--- src/rtl/wb2_cache_pkg.sv ---
package wb2_cache_pkg;
    typedef enum logic [2:0] {
        ST_IDLE,
        ST_CMP,
        ST_WB,
        ST_FILL,
        ST_RESP
    } ctl_state_t;
endpackage

--- src/rtl/wb2_line_store.sv ---
// Tag, state and data arrays for every set and way, plus one fill-order bit per set.
module wb2_line_store #(
    parameter int TAG_W    = 11,
    parameter int LINE_W   = 128,
    parameter int NUM_SETS = 2,
    parameter int SET_W    = 1
) (
    input  logic                        clk,
    input  logic                        rst_n,
    input  logic [SET_W-1:0]            look_set,
    output logic [1:0]                  way_valid,
    output logic [1:0]                  way_dirty,
    output logic [1:0][TAG_W-1:0]       way_tag,
    output logic [1:0][LINE_W-1:0]      way_line,
    output logic                        fifo_ptr,
    output logic [NUM_SETS-1:0]         fifo_ptrs,
    input  logic                        upd_en,
    input  logic                        upd_way,
    input  logic [TAG_W-1:0]            upd_tag,
    input  logic [LINE_W-1:0]           upd_line,
    input  logic                        upd_dirty,
    input  logic                        upd_is_fill
);
    logic [NUM_SETS-1:0][1:0]              valid_q;
    logic [NUM_SETS-1:0][1:0]              dirty_q;
    logic [NUM_SETS-1:0][1:0][TAG_W-1:0]   tag_q;
    logic [NUM_SETS-1:0][1:0][LINE_W-1:0]  data_q;
    logic [NUM_SETS-1:0]                   ptr_q;

    for (genvar s = 0; s < NUM_SETS; s++) begin : g_set
        logic set_hit;
        assign set_hit = upd_en && (look_set == SET_W'(s));

        // Each fill advances the set's oldest-way pointer.
        always_ff @(posedge clk) begin
            if (!rst_n) begin
                ptr_q[s] <= 1'b0;
            end else if (set_hit && upd_is_fill) begin
                ptr_q[s] <= ~ptr_q[s];
            end
        end

        for (genvar w = 0; w < 2; w++) begin : g_way
            logic sel;
            assign sel = set_hit && (upd_way == w[0]);

            always_ff @(posedge clk) begin
                if (!rst_n) begin
                    valid_q[s][w] <= 1'b0;
                    dirty_q[s][w] <= 1'b0;
                end else if (sel) begin
                    valid_q[s][w] <= 1'b1;
                    dirty_q[s][w] <= upd_dirty;
                end
            end

            always_ff @(posedge clk) begin
                if (sel) begin
                    tag_q[s][w]  <= upd_tag;
                    data_q[s][w] <= upd_line;
                end
            end
        end
    end

    always_comb begin
        way_valid = valid_q[look_set];
        way_dirty = dirty_q[look_set];
        way_tag   = tag_q[look_set];
        way_line  = data_q[look_set];
        fifo_ptr  = ptr_q[look_set];
        fifo_ptrs = ptr_q;
    end
endmodule

--- src/rtl/wb2_way_pick.sv ---
// Tag compare and victim choice for one set.
module wb2_way_pick #(
    parameter int TAG_W = 11
) (
    input  logic [1:0]            way_valid,
    input  logic [1:0][TAG_W-1:0] way_tag,
    input  logic [TAG_W-1:0]      look_tag,
    input  logic                  fifo_ptr,
    output logic                  hit,
    output logic                  hit_way,
    output logic                  victim_way
);
    logic [1:0] match;

    for (genvar w = 0; w < 2; w++) begin : g_cmp
        assign match[w] = way_valid[w] && (way_tag[w] == look_tag);
    end

    always_comb begin
        hit     = |match;
        hit_way = match[1];
        // Empty ways go first. Otherwise take the earliest-filled way.
        if (!way_valid[0]) begin
            victim_way = 1'b0;
        end else if (!way_valid[1]) begin
            victim_way = 1'b1;
        end else begin
            victim_way = fifo_ptr;
        end
    end
endmodule

--- src/rtl/wb2_miss_fsm.sv ---
// Controller: accept, compare, optional writeback, fill, respond.
module wb2_miss_fsm
    import wb2_cache_pkg::*;
(
    input  logic       clk,
    input  logic       rst_n,
    input  logic       req_valid,
    input  logic       look_hit,
    input  logic       vic_dirty,
    input  logic       mem_ready,
    output ctl_state_t state,
    output logic       req_ready,
    output logic       accept,
    output logic       cmp_en,
    output logic       hit_upd,
    output logic       fill_done,
    output logic       mem_valid,
    output logic       mem_write,
    output logic       resp_valid
);
    ctl_state_t state_d;

    always_comb begin
        state_d = state;
        unique case (state)
            ST_IDLE: if (req_valid) state_d = ST_CMP;
            ST_CMP: begin
                if (look_hit)       state_d = ST_RESP;
                else if (vic_dirty) state_d = ST_WB;
                else                state_d = ST_FILL;
            end
            ST_WB:   if (mem_ready) state_d = ST_FILL;
            ST_FILL: if (mem_ready) state_d = ST_RESP;
            ST_RESP: state_d = ST_IDLE;
            default: state_d = ST_IDLE;
        endcase
    end

    always_ff @(posedge clk) begin
        if (!rst_n) state <= ST_IDLE;
        else        state <= state_d;
    end

    always_comb begin
        req_ready  = 1'b0;
        accept     = 1'b0;
        cmp_en     = 1'b0;
        hit_upd    = 1'b0;
        fill_done  = 1'b0;
        mem_valid  = 1'b0;
        mem_write  = 1'b0;
        resp_valid = 1'b0;
        unique case (state)
            ST_IDLE: begin
                req_ready = 1'b1;
                accept    = req_valid;
            end
            ST_CMP: begin
                cmp_en  = 1'b1;
                hit_upd = look_hit;
            end
            ST_WB: begin
                mem_valid = 1'b1;
                mem_write = 1'b1;
            end
            ST_FILL: begin
                mem_valid = 1'b1;
                fill_done = mem_ready;
            end
            ST_RESP: resp_valid = 1'b1;
            default: ;
        endcase
    end
endmodule

--- src/rtl/two_way_fifo_cache.sv ---
module two_way_fifo_cache
    import wb2_cache_pkg::*;
#(
    parameter int ADDR_W     = 16,
    parameter int WORD_W     = 64,
    parameter int LINE_WORDS = 2,
    parameter int NUM_SETS   = 2,
    localparam int LINE_W    = WORD_W * LINE_WORDS,
    localparam int OFF_W     = $clog2((WORD_W / 8) * LINE_WORDS),
    localparam int LADDR_W   = ADDR_W - OFF_W
) (
    input  logic               clk,
    input  logic               rst_n,
    input  logic               req_valid,
    output logic               req_ready,
    input  logic               req_write,
    input  logic [ADDR_W-1:0]  req_addr,
    input  logic [WORD_W-1:0]  req_wdata,
    output logic               resp_valid,
    output logic               resp_hit,
    output logic [WORD_W-1:0]  resp_rdata,
    output logic               mem_valid,
    input  logic               mem_ready,
    output logic               mem_write,
    output logic [LADDR_W-1:0] mem_addr,
    output logic [LINE_W-1:0]  mem_wdata,
    input  logic [LINE_W-1:0]  mem_rdata
);
    localparam int SEL_W = $clog2(LINE_WORDS);
    localparam int SET_W = $clog2(NUM_SETS);
    localparam int TAG_W = LADDR_W - SET_W;

    ctl_state_t state;
    logic accept, cmp_en, hit_upd, fill_done;

    logic              wr_q;
    logic [ADDR_W-1:0] addr_q;
    logic [WORD_W-1:0] wdata_q;
    logic              vic_q;
    logic              hit_q;
    logic [WORD_W-1:0] rdata_q;

    logic [SET_W-1:0]  look_set;
    logic [TAG_W-1:0]  look_tag;
    logic [SEL_W-1:0]  word_sel;

    logic [1:0]               way_valid, way_dirty;
    logic [1:0][TAG_W-1:0]    way_tag;
    logic [1:0][LINE_W-1:0]   way_line;
    logic                     fifo_ptr;
    logic [NUM_SETS-1:0]      fifo_ptrs;
    logic                     look_hit, hit_way, victim_way, vic_dirty;

    logic [LINE_W-1:0] base_line, merged_line;
    logic              upd_en, upd_way, upd_dirty;

    assign look_set = addr_q[OFF_W +: SET_W];
    assign look_tag = addr_q[ADDR_W-1 -: TAG_W];
    assign word_sel = addr_q[OFF_W-1 -: SEL_W];

    always_ff @(posedge clk) begin
        if (accept) begin
            wr_q    <= req_write;
            addr_q  <= req_addr;
            wdata_q <= req_wdata;
        end
    end

    wb2_line_store #(
        .TAG_W(TAG_W), .LINE_W(LINE_W), .NUM_SETS(NUM_SETS), .SET_W(SET_W)
    ) u_store (
        .clk(clk), .rst_n(rst_n), .look_set(look_set),
        .way_valid(way_valid), .way_dirty(way_dirty), .way_tag(way_tag),
        .way_line(way_line), .fifo_ptr(fifo_ptr), .fifo_ptrs(fifo_ptrs),
        .upd_en(upd_en), .upd_way(upd_way), .upd_tag(look_tag),
        .upd_line(merged_line), .upd_dirty(upd_dirty), .upd_is_fill(fill_done)
    );

    wb2_way_pick #(.TAG_W(TAG_W)) u_pick (
        .way_valid(way_valid), .way_tag(way_tag), .look_tag(look_tag),
        .fifo_ptr(fifo_ptr), .hit(look_hit), .hit_way(hit_way),
        .victim_way(victim_way)
    );

    assign vic_dirty = way_valid[victim_way] && way_dirty[victim_way];

    wb2_miss_fsm u_fsm (
        .clk(clk), .rst_n(rst_n), .req_valid(req_valid), .look_hit(look_hit),
        .vic_dirty(vic_dirty), .mem_ready(mem_ready), .state(state),
        .req_ready(req_ready), .accept(accept), .cmp_en(cmp_en),
        .hit_upd(hit_upd), .fill_done(fill_done), .mem_valid(mem_valid),
        .mem_write(mem_write), .resp_valid(resp_valid)
    );

    // Lock in the victim during compare so that writeback and fill work on the same way.
    always_ff @(posedge clk) begin
        if (cmp_en) vic_q <= victim_way;
    end

    always_comb begin
        if (state == ST_WB) mem_addr = {way_tag[vic_q], look_set};
        else                mem_addr = {look_tag, look_set};
        mem_wdata = way_line[vic_q];
    end

    // A store's word goes into the hit line, or into the fill line as it arrives.
    always_comb begin
        base_line   = fill_done ? mem_rdata : way_line[hit_way];
        merged_line = base_line;
        if (wr_q) merged_line[int'(word_sel) * WORD_W +: WORD_W] = wdata_q;
    end

    assign upd_en    = fill_done || (hit_upd && wr_q);
    assign upd_way   = fill_done ? vic_q : hit_way;
    assign upd_dirty = wr_q;

    always_ff @(posedge clk) begin
        if (hit_upd || fill_done) begin
            rdata_q <= merged_line[int'(word_sel) * WORD_W +: WORD_W];
            hit_q   <= hit_upd;
        end
    end

    assign resp_hit   = hit_q;
    assign resp_rdata = rdata_q;
endmodule

--- config.mk ---
export PLATFORM = sky130hd
export DESIGN_NAME = two_way_fifo_cache
export DESIGN_NICKNAME = d
export VERILOG_FILES = /design/src/rtl/wb2_cache_pkg.sv /design/src/rtl/wb2_line_store.sv /design/src/rtl/wb2_way_pick.sv /design/src/rtl/wb2_miss_fsm.sv /design/src/rtl/two_way_fifo_cache.sv
export SDC_FILE = /design/constraint.sdc
export NUM_CORES = 1
export LEC_CHECK = 0
export BUFFER_PORTS_ARGS = -buffer_cell sky130_fd_sc_hd__buf_2
export CELL_PAD_IN_SITES_DETAIL_PLACEMENT = 1
export CELL_PAD_IN_SITES_GLOBAL_PLACEMENT = 1
export CORE_UTILIZATION = 52
export DETAILED_ROUTE_END_ITERATION = 7
export PLACE_DENSITY_LB_ADDON = 0.1
export SYNTH_ARGS = -nofsm -noshare
export SYNTH_HDL_FRONTEND = slang
export SYNTH_SLANG_ARGS = --single-unit
--- constraint.sdc ---
create_clock -name clk -period 20.2 [get_ports clk]
set_input_delay 3.03 -clock clk [delete_from_list [all_inputs] [get_ports clk]]
set_output_delay 3.03 -clock clk [all_outputs]
set_load 0.005 [all_outputs]
---- Yosys cells after proc, flatten, opt, wreduce, memory -nomap -nowiden ----
Index checks and enable logic that the tools add are counted.
word-level totals
  output and inout bits ................... 209
  bits in read-only memories .............. 0
  bits of input ports ..................... 213
  memories kept ........................... 0
  register bits after elaboration ......... 716
  RAM bits ................................ 0
  bits in latches ......................... 0
cells by class
  reductions and logical operators ........ 18
  magnitude comparators ................... 4
  bitwise logic cells ..................... 4
  $mul .................................... 0
  div/mod/pow operators ................... 0
  equality and inequality tests ........... 9
  shift operators ......................... 3
  add/subtract/negate cells ............... 1
  muxes and demuxes ....................... 41
operators with widths
  cell                       number
  $mux 128                   6
  $mux 256                   2
  $bwmux 128                 1
  $shift 64x33->128 const A  1
  $shiftx 128x8->64          1
  $shiftx 64x33->128         1
  $mux 22                    2
  $neg 7->33                 1
  $eq 11x11->1               2
  $mux 11                    2
  $mux 1                     18
  $logic_and 1x1->1          12
  $mux 12                    1
  $mux 3                     4
  $pmux 3 s4                 1
  $lt 1x2->1 const B         4
  $mux 2                     4
  $eq 3x2->1 const B         2
  $ne 2x2->1 const B         3
  $not 1->1                  4
  $reduce_or 2->1            2
  $eq 3x1->1 const B         1
  $eq 3x3->1 const B         1
  $logic_not 3->1            1
  2 further kinds            3

---- Longest topological paths before layout ----
Gate-level depths: netlist (run 1).
  depth after elaboration ................. 10
  depth in mapped cells ................... 11
  depth with buffers taken out ............ 6

---- Modules after synthesis ----
Synthesis (run 1) repeated with hierarchy kept, for this count alone.
unflattened totals
  cell total of the unflattened synthesis .. 1955
  area, all modules ....................... 33392.0 um^2
by module, submodules not included
  module              sequential area each (um^2)  area each (um^2)  instances  cells an instance
  wb2_line_store      16896.2                      21334.2           1          907
  two_way_fifo_cache  4324.1                       11556.1           1          989
  wb2_way_pick        0.0                          262.8             1          33
  wb2_miss_fsm        60.1                         239.0             1          26

---- Least setup slack after synthesis (run 1) ----
Ideal clock, no wire load.
  path kind ............................... input-to-reg
  start ................................... input port mem_ready
  end ..................................... register u_store.data_q[0] in the netlist's numbering (enable)
  setup time .............................. 0.684 ns
  cell stages on the path ................. 3
  arrival ................................. 10.345 ns
  path slack .............................. 9.171 ns
  cells stage by stage .................... nand4b_1 -> or2_2 -> a21oi_1
on the way
  cells in the longest elaborated chain, start to end .. 4
ends and longest elaborated chain
  item                                            RTL line                                              RTL
  from (decl)                                     two_way_fifo_cache.sv:23                              input logic mem_ready,
  $mux 1 *                                        wb2_miss_fsm.sv:53                                    unique case (state)
  $mux 1 or $logic_or 1x1->1 (tied branches)      two_way_fifo_cache.sv:114, two_way_fifo_cache.sv:113
  $not 1->1 or $logic_and 1x1->1 (tied branches)  wb2_line_store.sv:45, wb2_line_store.sv:32
  $logic_and 1x1->1 *                             wb2_line_store.sv:45                                  assign sel = set_hit && (upd_way == w[0]);
  named net u_store.g_set[0].g_way[0].sel         wb2_line_store.sv:44                                  logic sel;
  to (signal, indexed assignment)                 wb2_line_store.sv:60                                  data_q[s][w] <= upd_line;
  to (decl)                                       wb2_line_store.sv:27                                  logic [NUM_SETS-1:0][1:0][LINE_W-1:0] data_q;
The timed path passes the listed nets; every way through them passes the cells marked *.
A chain may end at the register's enable or synchronous reset.

---- Worst setup path in the final report (run 1) ----
  start ................................... register addr_q[4]
  end ..................................... output port mem_wdata[91]
on the way
  cells in the longest elaborated chain, start to end .. 4
ends and longest elaborated chain
  item                                          RTL line                   RTL
  from (decl)                                   two_way_fifo_cache.sv:37   logic [ADDR_W-1:0] addr_q;
  from (signal assigned)                        two_way_fifo_cache.sv:64   addr_q <= req_addr;
  $mux 256 (implied by the code) (2 in series)  wb2_line_store.sv:70       way_line = data_q[look_set];
  $mux 128 (implied by the code) (2 in series)  two_way_fifo_cache.sv:103  mem_wdata = way_line[vic_q];
  to (decl)                                     two_way_fifo_cache.sv:26   output logic [LINE_W-1:0] mem_wdata,
Every way passes these cells. The select of a mux whose other input is x is not followed.

==> results by stage, run 1 <==
Timing:
- The smallest clock period supported by the final layout is computed as 7.49 ns.
- Setup repair after global routing left no endpoint under its margin.
- The tightest hold path in the finished design has a slack of ~0.47 ns.
- The count of endpoints failing hold in the final timing report is 0.
- The tightest slew margin relative to the limit is 14.2%.
- In the post-route analysis, the smallest setup slack over all paths is 12.71 ns.
- The aggregate negative setup slack is 0 ns.
- For the pin with the worst max-slew slack, the measured transition is between 1 and 1.5 ns.
- The final period utilization is 37.1%.
- The clock skew after layout is 0.0383 ns.
- The number of endpoints failing setup at the final stage is 0.
- Derived from the worst setup path, the maximum achievable clock frequency is 134 MHz.
- The max-slew violation total from the final report is 0.

GRT:
- For met2 alone, demand over resource in global routing was 59.0%.
- The overall fraction of global-route tracks in use is about a third.
- Entering global routing, the biggest net connects 147 pins.
- The initial antenna violation count is 9.
- The fraction of met1 tracks used by global routing is 44.2%.
- The first-pass GRT wire length is about 180000 um.
- The number of global-route vias before repair is about 28000.
- The met3 capacity usage during global routing is under 10%.
- For this run the aggregate overflow at the end of global routing stands at 0.
- In this run the most used layer during global routing was met2.

Finish:
- The number of nets in the final layout is between 3000 and 4000.
- With fillers left out, the area of the finished cells amounts to 39700 um2.
- The post-layout instance count excluding filler cells is 3818.
- The filler cell count is 6328.
- Leaving out fill and tap cells, the most frequent cell in the layout is edfxtp_1.
- In the layout the commonest cells are edfxtp_1 (700), buf_2 (418), nor2_1 (198), nand4_1 (195), mux2i_1 (157).
- Cells fill 61.2% of the core in the end.
- Compared with the post-synthesis result, the final layout area differs by 15.5%.
- Of the cells placed in the final design, the portion with a size suffix greater than 1 is 27.3%.

Worst hold path:
- The launch point of the worst hold path is u_store.dirty_q[1]$_SDFFE_PN0P_.
- The class of the tightest hold or removal check is register to register.

Placement:
- Routability-driven placement finished with a final weighted congestion of 0.825.
- In this run the cell area measured after placement is 37100 um2.
- After detailed placement, the design holds a cell count of 3672.
- Summed over all nets, the half-perimeter wirelength after detailed placement is 66100 um.
- The number of buffers inserted by port buffering is 418.
- The setup slack at placement is 13.46 ns.

Clocking:
- The count of hold buffers inserted by post-cts repair is 0.
- The number of buffers inserted to repair setup after CTS is 0.
- The worst-skew pair later-pin latency is ~0.65 ns.
- CTS built an H-tree with a depth of 3.
- The TritonCTS clock tree is yes.
- The count of clock tree sinks is 713.
- The longest clock path from root to sink contains 3 buffers.
- The master cell of the clock root buffer is clkbuf_16.
- Counting the buffers created by CTS gives 78.
- The number of resized instances in the post-cts repair step is 0.
- The clock-pin transition on the worst setup and hold timing paths is ~0.060 ns.

Synth:
- The netlist area before placement is 34400 um2.
- The synthesized area per cell is 13.3 um2.
- The share of the Yosys chip area taken by registers is 61.8%.
- For this run, asynchronously set or reset flops after synthesis account for 0%.
- The number of synthesized register bits is 713.
- The primary flip-flop cell chosen by synthesis mapping is edfxtp_1.
- The synthesized design contains 700 enable-type register cells.
- For this run, the number of Yosys warnings is 0.
- Counting every net in the synthesized netlist gives 2799.
- In this run, distinct cell masters in the synthesized netlist total 52.
- The cell count after synthesis is ~2600.

Worst setup path:
- The worst setup path is launched from a register.
- The critical path starts at addr_q[4]$_DFFE_PP_.
- The beginning of the worst register-to-register path is addr_q[4]$_DFFE_PP_.
- The arrival time reported for the critical path endpoint is 4.46 ns.
- Data on the critical path is required at its endpoint by ~17 ns.
- The critical path is of the register to output port type.
- In this run the worst path has a maximum fanout of 67.
- The category of the worst setup path capture point is an output port.

Pwr:
- In this run switching power makes up 32.6% of total power.
- The leakage dissipation is 14.5 nW.
- The internal power contribution is 3.15 mW.
- The share of total power in sequential cells is between 40 and 50%.
- In this run the power density over the cells is about 120 nW/um2.
- The power share of the combinational group is 28.1%.
- Per report_power, the clock group accounts for between 30% and 40% of the total.
- The total power is ~4.7 mW.
- Across the VDD grid, the largest voltage drop is 77.0 uV.
- The switching power is 1.52 mW.

Drt:
- The via count of the routed design is 26200.
- In the routed design, unresolved DRC markers number 0.
- The number of antenna-violating nets in the routed design is 0.
- The detailed router finished its first iteration with about 2600 violations.
- The first TritonRoute pass finished after 5 iterations.
- The total wire length after detailed routing is 120000 um.
- Dividing the detail-routed via count by the number of cells gives 6.87.
- The average wire length per cell after detail routing is 31.5 um.

Die:
- The area of the core region is 64900 um2.
- The die is ~260 um tall.
- The number of top-level pins is 422.
- The die is 259 um wide.
- The die outline area is 67200 um2.
- The initial utilization of the core area, before any placement, comes to roughly 53%.
- The site row count is 93.

Flow run:
- Max-cap violations in this run came to 0.

Status:
- The run finished with clean final reports.
[power by group through the flow]
stage | Sequential [mW] | Combinational [mW] | Clock (mW)
after floorplan | 1.90 | 0.816 | 0
after global placement | 1.91 | 1.22 | 0
after detailed placement | 1.92 | 1.28 | 0
after CTS | 1.89 | 1.29 | 1.48
after global routing | 1.90 | 1.39 | 1.52
final | 1.89 | 1.31 | 1.47
[state kept, by name (all words and copies together), names as in the netlist, 2 cells and up]
| register | flops |
|---|---|
| u_store.tag_q | 44 |
| u_store.fifo_ptrs | 2 |
| u_fsm.state | 3 |
| u_store.valid_q | 4 |
| addr_q | 13 |
| u_store.data_q | 512 |
| u_store.dirty_q | 4 |
| resp_rdata | 64 |
| wdata_q | 64 |
[cells in the mapped netlist, drive strengths merged (2+ instances only)]
cell type	n	area (um2)
edfxtp	700	21000
o21a	2	15.0
nand4	195	1220
a21boi	66	495
o2111ai	2	17.5
nand3	2	10.0
a22oi	64	480
o41ai	66	646
mux4	8	180
clkbuf	164	616
buf	69	363
nor3	2	10.0
o211ai	64	761
mux2	143	1610
o32ai	2	17.5
or2	2	12.5
and3	67	419
nand2b	2	12.5
mux2i	158	1590
nor2	202	758
nor2b	2	12.5
dfxtp	13	260
a211o	64	561
o21ai	70	354
a21oi	136	681
o31a	64	561
nand3b	3	22.5
xnor2	5	43.8
inv	6	22.5
nand2	80	300
a22o	64	561
and2	3	18.8
or3	2	12.5
a32o	2	20.0
a21o	65	488
nor4	2	12.5
xor2	17	149
[per-layer routing]
layer | vias up | part of all wire (%)
li1 | 11000 | -
met1 | 13400 | 38
met2 | 1470 | 49
met3 | 361 | 8.4
met4 | 4 | 4.7
met5 | - | 0.022
[kinds of logic (layout without fill, tap and decap cells)]
| logic type | count (synthesis) | in the layout | share of synthesized area, % |
|---|---|---|---|
| buf+inv | 239 | 612 | 2.91 |
| other cells | 0 | 4 | 0 |
| simple gates | 568 | 568 | 8.30 |
| xor+xnor | 22 | 22 | 0.560 |
| compound gates | 735 | 735 | 16.5 |
| mux | 309 | 309 | 9.84 |
| flops | 713 | 713 | 61.8 |
[layout make-up]
| type | instances | area, um2 | share of cell area (%) |
|---|---|---|---|
| inverters | 6 | 22.5 | 0.0567 |
| repair buffers | 464 | 2500 | 6.29 |
| clock inverters | 46 | 483 | 1.22 |
| well taps | 855 | 1070 | 2.69 |
| flip-flops and latches | 713 | 21300 | 53.6 |
| multi-input cells | 1634 | 12300 | 30.9 |
| diodes | 4 | 10.0 | 0.0252 |
| clock buffers | 96 | 2100 | 5.30 |
[worst max-delay path, cell delays in order, from the launching register on]
cell	delay (ns)
edfxtp_1	0.32
buf_4	0.77
buf_4	0.68
buf_4	0.96
mux2_2	0.34
nor2_1	0.05
a21oi_1	0.39
buf_2	0.20
[final timing paths]
check | endpoint | slack, ns | cells after the start
setup / recovery | mem_wdata[91] | 12.71 | 7
hold / removal | u_store.dirty_q[1]$_SDFFE_PN0P_ | 0.47 | 2
setup reg to reg | u_store.data_q[288]$_DFFE_PP_ | 13.36 | 10
hold reg to reg | u_store.dirty_q[1]$_SDFFE_PN0P_ | 0.47 | 2
(Power assumes the default switching activity.)
==> run 2, diff against run 1 <==
- ABC_AREA: not set -> 1
- CORE_UTILIZATION: 52 -> 46
- clock period: 20.2 -> 7.3 ns (I/O delays scaled with it)
==> run 2 against run 1 <==
Synthesized cell count increased by 10%. Power increased by 120%. Die area increased by 3.2%. Sequential share of layout area increased by 4.6 points. Flip-flop and latch count unchanged. Synthesized area decreased by 8.7%. Routed wire length decreased by 17%. Design area decreased by 7.8%. Non-clock buffer count decreased by 11. Clock skew decreased by 0.014 ns. Largest power group unchanged. Highest routed layer unchanged.
==> results by stage, run 2 <==
Status:
- The flow ran to the end, and the final reports show no timing, DRC or antenna violations.

GRT:
- The pin count of the biggest net entering global routing is 135 (-8.2%).
- The initial antenna violation count was 11 (+2).
- The overall fraction of global-route tracks in use is 28.7% (-6.6 points).
- The number of global-route vias before repair is 25200 (-10%).
- The fraction of met1 tracks used by global routing is 36.6% (-7.5 points).
- The routing usage on met2 was 48.8% (-10 points).
- The first-pass GRT wire length was 151000 um (-15%).
- The busiest layer in global routing is met2.
- The global route total overflow came to 0 (unchanged).
- The met3 capacity usage during global routing was 5.71% (-0.42 points).

Finish:
- From synthesis to final layout, the design area changed by 16.5%.
- In the layout the commonest cells are nand2_1 (972), edfxtp_1 (700), buf_2 (418), o21ai_0 (238), a21oi_1 (225).
- The share of post-route cells with drive strength above 1 is 18.7% (-8.6 points).
- u_store.data_q holds more flip-flops than any other register.
- The total area of sequential cells is 21300 um2 (unchanged).
- The flip-flop count of the largest register after layout is 512 (unchanged).
- The filler cell count came to 7255 (+15%).
- The commonest non-fill, non-tap cell in the layout is nand2_1.
- The number of nets in the final layout is 3420 (+10%).
- The area occupied by multi-input gates was 9130 um2 (-25%).

Clocking:
- The number of buffers inserted to repair setup after CTS is 0 (unchanged).
- The clock-pin transition on the worst setup and hold timing paths is 0.07 ns (about the same).
- TritonCTS built the clock tree.
- The tree is rooted in a clkbuf_16.
- The number of resized instances in the post-cts repair step is 0 (unchanged).
- The count of hold buffers inserted by post-cts repair is 0 (unchanged).
- The number of buffers created by CTS is 79 (+1.3%).
- The number of H-tree levels is 3 (unchanged).
- The maximum count of clock buffers along a single path came to 3 (unchanged).
- The count of clock tree sinks came to 713 (unchanged).
- The worst-skew pair later-pin latency is 0.63 ns (-0.02 ns).

Die:
- The site row count came to 95 (+2.2%).
- The vertical die dimension came to 263 um (+1.6%).
- The width of the chip was 263 um (+1.6%).
- The die outline area came to 69300 um2 (+3.2%).
- The area of the core region is 67400 um2 (+3.8%).
- The effective utilization at floorplan is 46.6% (-6.4 points).
- The number of top-level pins came to 422 (unchanged).

Synth:
- Among all flip-flop cells after synthesis, the most frequent one is edfxtp_1.
- The number of warnings issued by yosys is 0 (unchanged).
- The distinct cell type count after synthesis is 27 (-48%).
- The library cell occupying the most area in the post-synthesis netlist is edfxtp_1.
- The netlist area before placement is 31400 um2 (-8.7%).
- The number of nets produced by synthesis is 3065 (+9.5%).
- The commonest cells after synthesis are nand2_1 (974), edfxtp_1 (700), o21ai_0 (238).
- The cell count after synthesis is 2852 (+10%).
- The synthesized area per cell was 11.0 um2 (-17%).
- The share of synthesized area occupied by flip-flops and latches is 67.7% (+5.9 points).
- The number of synthesized register bits was 713 (unchanged).
- The proportion of netlist area held by the largest area contributor is 66.9% (+5.8 points).
- The async set-reset flop share out of synthesis is 0% (unchanged).
- The number of enable-type register cells in the synthesized netlist was 700 (unchanged).
- In the post-synthesis netlist, the biggest area contributors are edfxtp_1 (67%), nand2_1 (12%), mux2i_1 (4.1%), o21ai_0 (3.8%), a21oi_1 (3.6%).
- The cell with the most instances after synthesis is nand2_1.

Timing:
- The fmax is 179 MHz.
- The final period utilization is 76.5%.
- The clock skew after layout is 0.0245 ns (-0.0138 ns).
- The tightest slew margin relative to the limit is 21.8% (+7.6 points).
- Setup repair after global routing left no endpoint under its margin.
- The post-route minimum period is 5.59 ns.
- The count of endpoints failing hold in the final timing report came to 0 (unchanged).
- The max-slew violation total from the final report came to 0 (unchanged).
- The aggregate negative setup slack is 0 ns (unchanged).
- The number of endpoints failing setup at the final stage is 0 (unchanged).
- The slew at the pin with the worst max-slew slack is 1.17 ns (-0.114 ns).

Worst setup path:
- The worst setup path is captured at a register.
- The capturing element of the worst setup path is u_store.data_q[446]$_DFFE_PP_.
- The beginning of the worst register-to-register path is addr_q[4]$_DFFE_PP_.
- The type of the worst setup path is register to register.
- The startpoint of the most critical setup path is addr_q[4]$_DFFE_PP_.
- The end of the worst register-to-register path is u_store.data_q[446]$_DFFE_PP_.
- The arrival time reported for the critical path endpoint came to 5.85 ns (+1.39 ns).
- The data required time at the worst endpoint is 7.56 ns (-9.61 ns).
- The critical path launch point type is a register.
- The biggest fanout along the worst timing path was 89 (+33%).
- The worst setup slack for register-to-register paths was 1.71 ns (-11.65 ns).
- The depth of the worst register-to-register path is 14 (+4).

Placement:
- The routability-driven placement congestion ratio was 0.822 (-0.33%).
- The placed wire-length estimate after detailed placement is 58300 um (-12%).
- The number of buffers inserted by port buffering came to 418 (unchanged).

Drt:
- The total wire length after detailed routing came to 100000 um (-17%).
- The via-per-instance ratio is 5.70 (-17%).
- The count of TritonRoute iterations in the first routing pass is 5 (unchanged).
- The average wire length per cell after detail routing came to 24.1 um (-23%).
- The via count of the routed design is 23600 (-10%).
- The number of violations reported at the end of detailed-routing iteration 0 is 1737 (-32%).
- The number of antenna-violating nets in the routed design was 0 (unchanged).
- The number of DRC violations after detailed routing is 0 (unchanged).

Worst hold path:
- The path class of the tightest hold or removal check is register to register.
- The launch point of the worst hold path is u_store.valid_q[2]$_SDFFE_PN0P_.

Pwr:
- The largest vdd supply drop came to 220 uV (+190%).
- The total power per unit cell area came to 276 nW/um2 (+130%).
- The switching fraction of total power was 27.3% (-5.4 points).
- The switching power was 2.75 mW (+81%).
- The share of total power in sequential cells is 47.5% (+7.0 points).
- The leakage dissipation is 14.7 nW (+1.2%).
- The power share of the combinational group is 15.0% (-13 points).
- The total power came to 10.1 mW (+120%).
- The part of the total power dissipated in the clock network came to 37.5% (+6.1 points).
- The internal power contribution is 7.34 mW (+130%).

Flow run:
- The number of violations of the max-capacitance limit is 0 (unchanged).
## run 2: area by class of cell
cell class,instances,share of cell area (%)
flip-flops and latches,713,58.1
multi-input cells,1899,24.9
repair buffers,453,6.64
clock buffers,98,5.77
well taps,873,2.98
clock inverters,44,0.806
inverters,61,0.718
diodes,3,0.0205
## run 2: how the worst min path moves through the flow
| stage | to | depth (start not counted) |
|---|---|---|
| floorplan | u_store.valid_q[2]$_SDFFE_PN0P_ | 2 |
| finish | u_store.valid_q[2]$_SDFFE_PN0P_ | 2 |
| global route | u_store.valid_q[2]$_SDFFE_PN0P_ | 2 |
| global placement | u_store.valid_q[2]$_SDFFE_PN0P_ | 2 |
| CTS | u_store.valid_q[2]$_SDFFE_PN0P_ | 2 |
| detailed placement | u_store.valid_q[2]$_SDFFE_PN0P_ | 2 |
## run 2: worst max-delay path, stage by stage, from the launching register on
cell and delay (ns):
edfxtp_1 0.70, inv_6 0.68, nand2_1 0.21, nand3_1 0.14, nand2_1 0.10, nor2_1 0.12
nand2_1 0.06, nor2_1 0.28, nand2_8 0.44, nand2_2 0.22, nand2_1 0.13, nand2_4 0.52
nand4_1 0.42, inv_6 0.56, buf_12 0.46
## run 2: per-layer routing
layer  vias to the layer above  wire length [um]
met3                       177              6640
met2                       804             49400
met1                     11900             40800
li1                      10700                 -
met5                         -                93
met4                        14              2990
## run 2: cell families (layout without fill, tap and decap cells)
group	Yosys count	in the layout	share of synthesized area (%)
AOI/OAI and AO/OA	638	638	11.0
xor gates and xnor gates	8	8	0.223
buffers and inverters	240	656	3.35
DFF	713	713	67.7
muxes	128	128	4.08
other	0	3	0
and+or+nand+nor	1125	1125	13.6
## run 2: through the flow
stage / worst slack, ns / instance area [um2] / hold WS [ns] / util (%) / std cells
floorplan: 1.20 / 31400 / 0.430 / - / 2852
global placement: 1.65 / 34200 / 0.440 / 50.7 / 3999
detailed placement: 1.60 / 34200 / 0.450 / 50.7 / 3999
CTS: 1.56 / 36600 / 0.458 / 54.3 / 4141
global route: 1.25 / 36600 / 0.484 / 54.3 / 4142
finish: 1.71 / 36600 / 0.458 / 54.3 / 4144
## run 2: power by group through the flow
| stage | clock network [mW] | registers, mW | logic (mW) |
|---|---|---|---|
| floorplan | 0 | 4.86 | 0.878 |
| global placement | 0 | 4.88 | 1.45 |
| detailed placement | 0 | 4.88 | 1.50 |
| CTS | 3.84 | 4.80 | 1.52 |
| global route | 3.98 | 4.81 | 1.66 |
| finish | 3.78 | 4.80 | 1.51 |
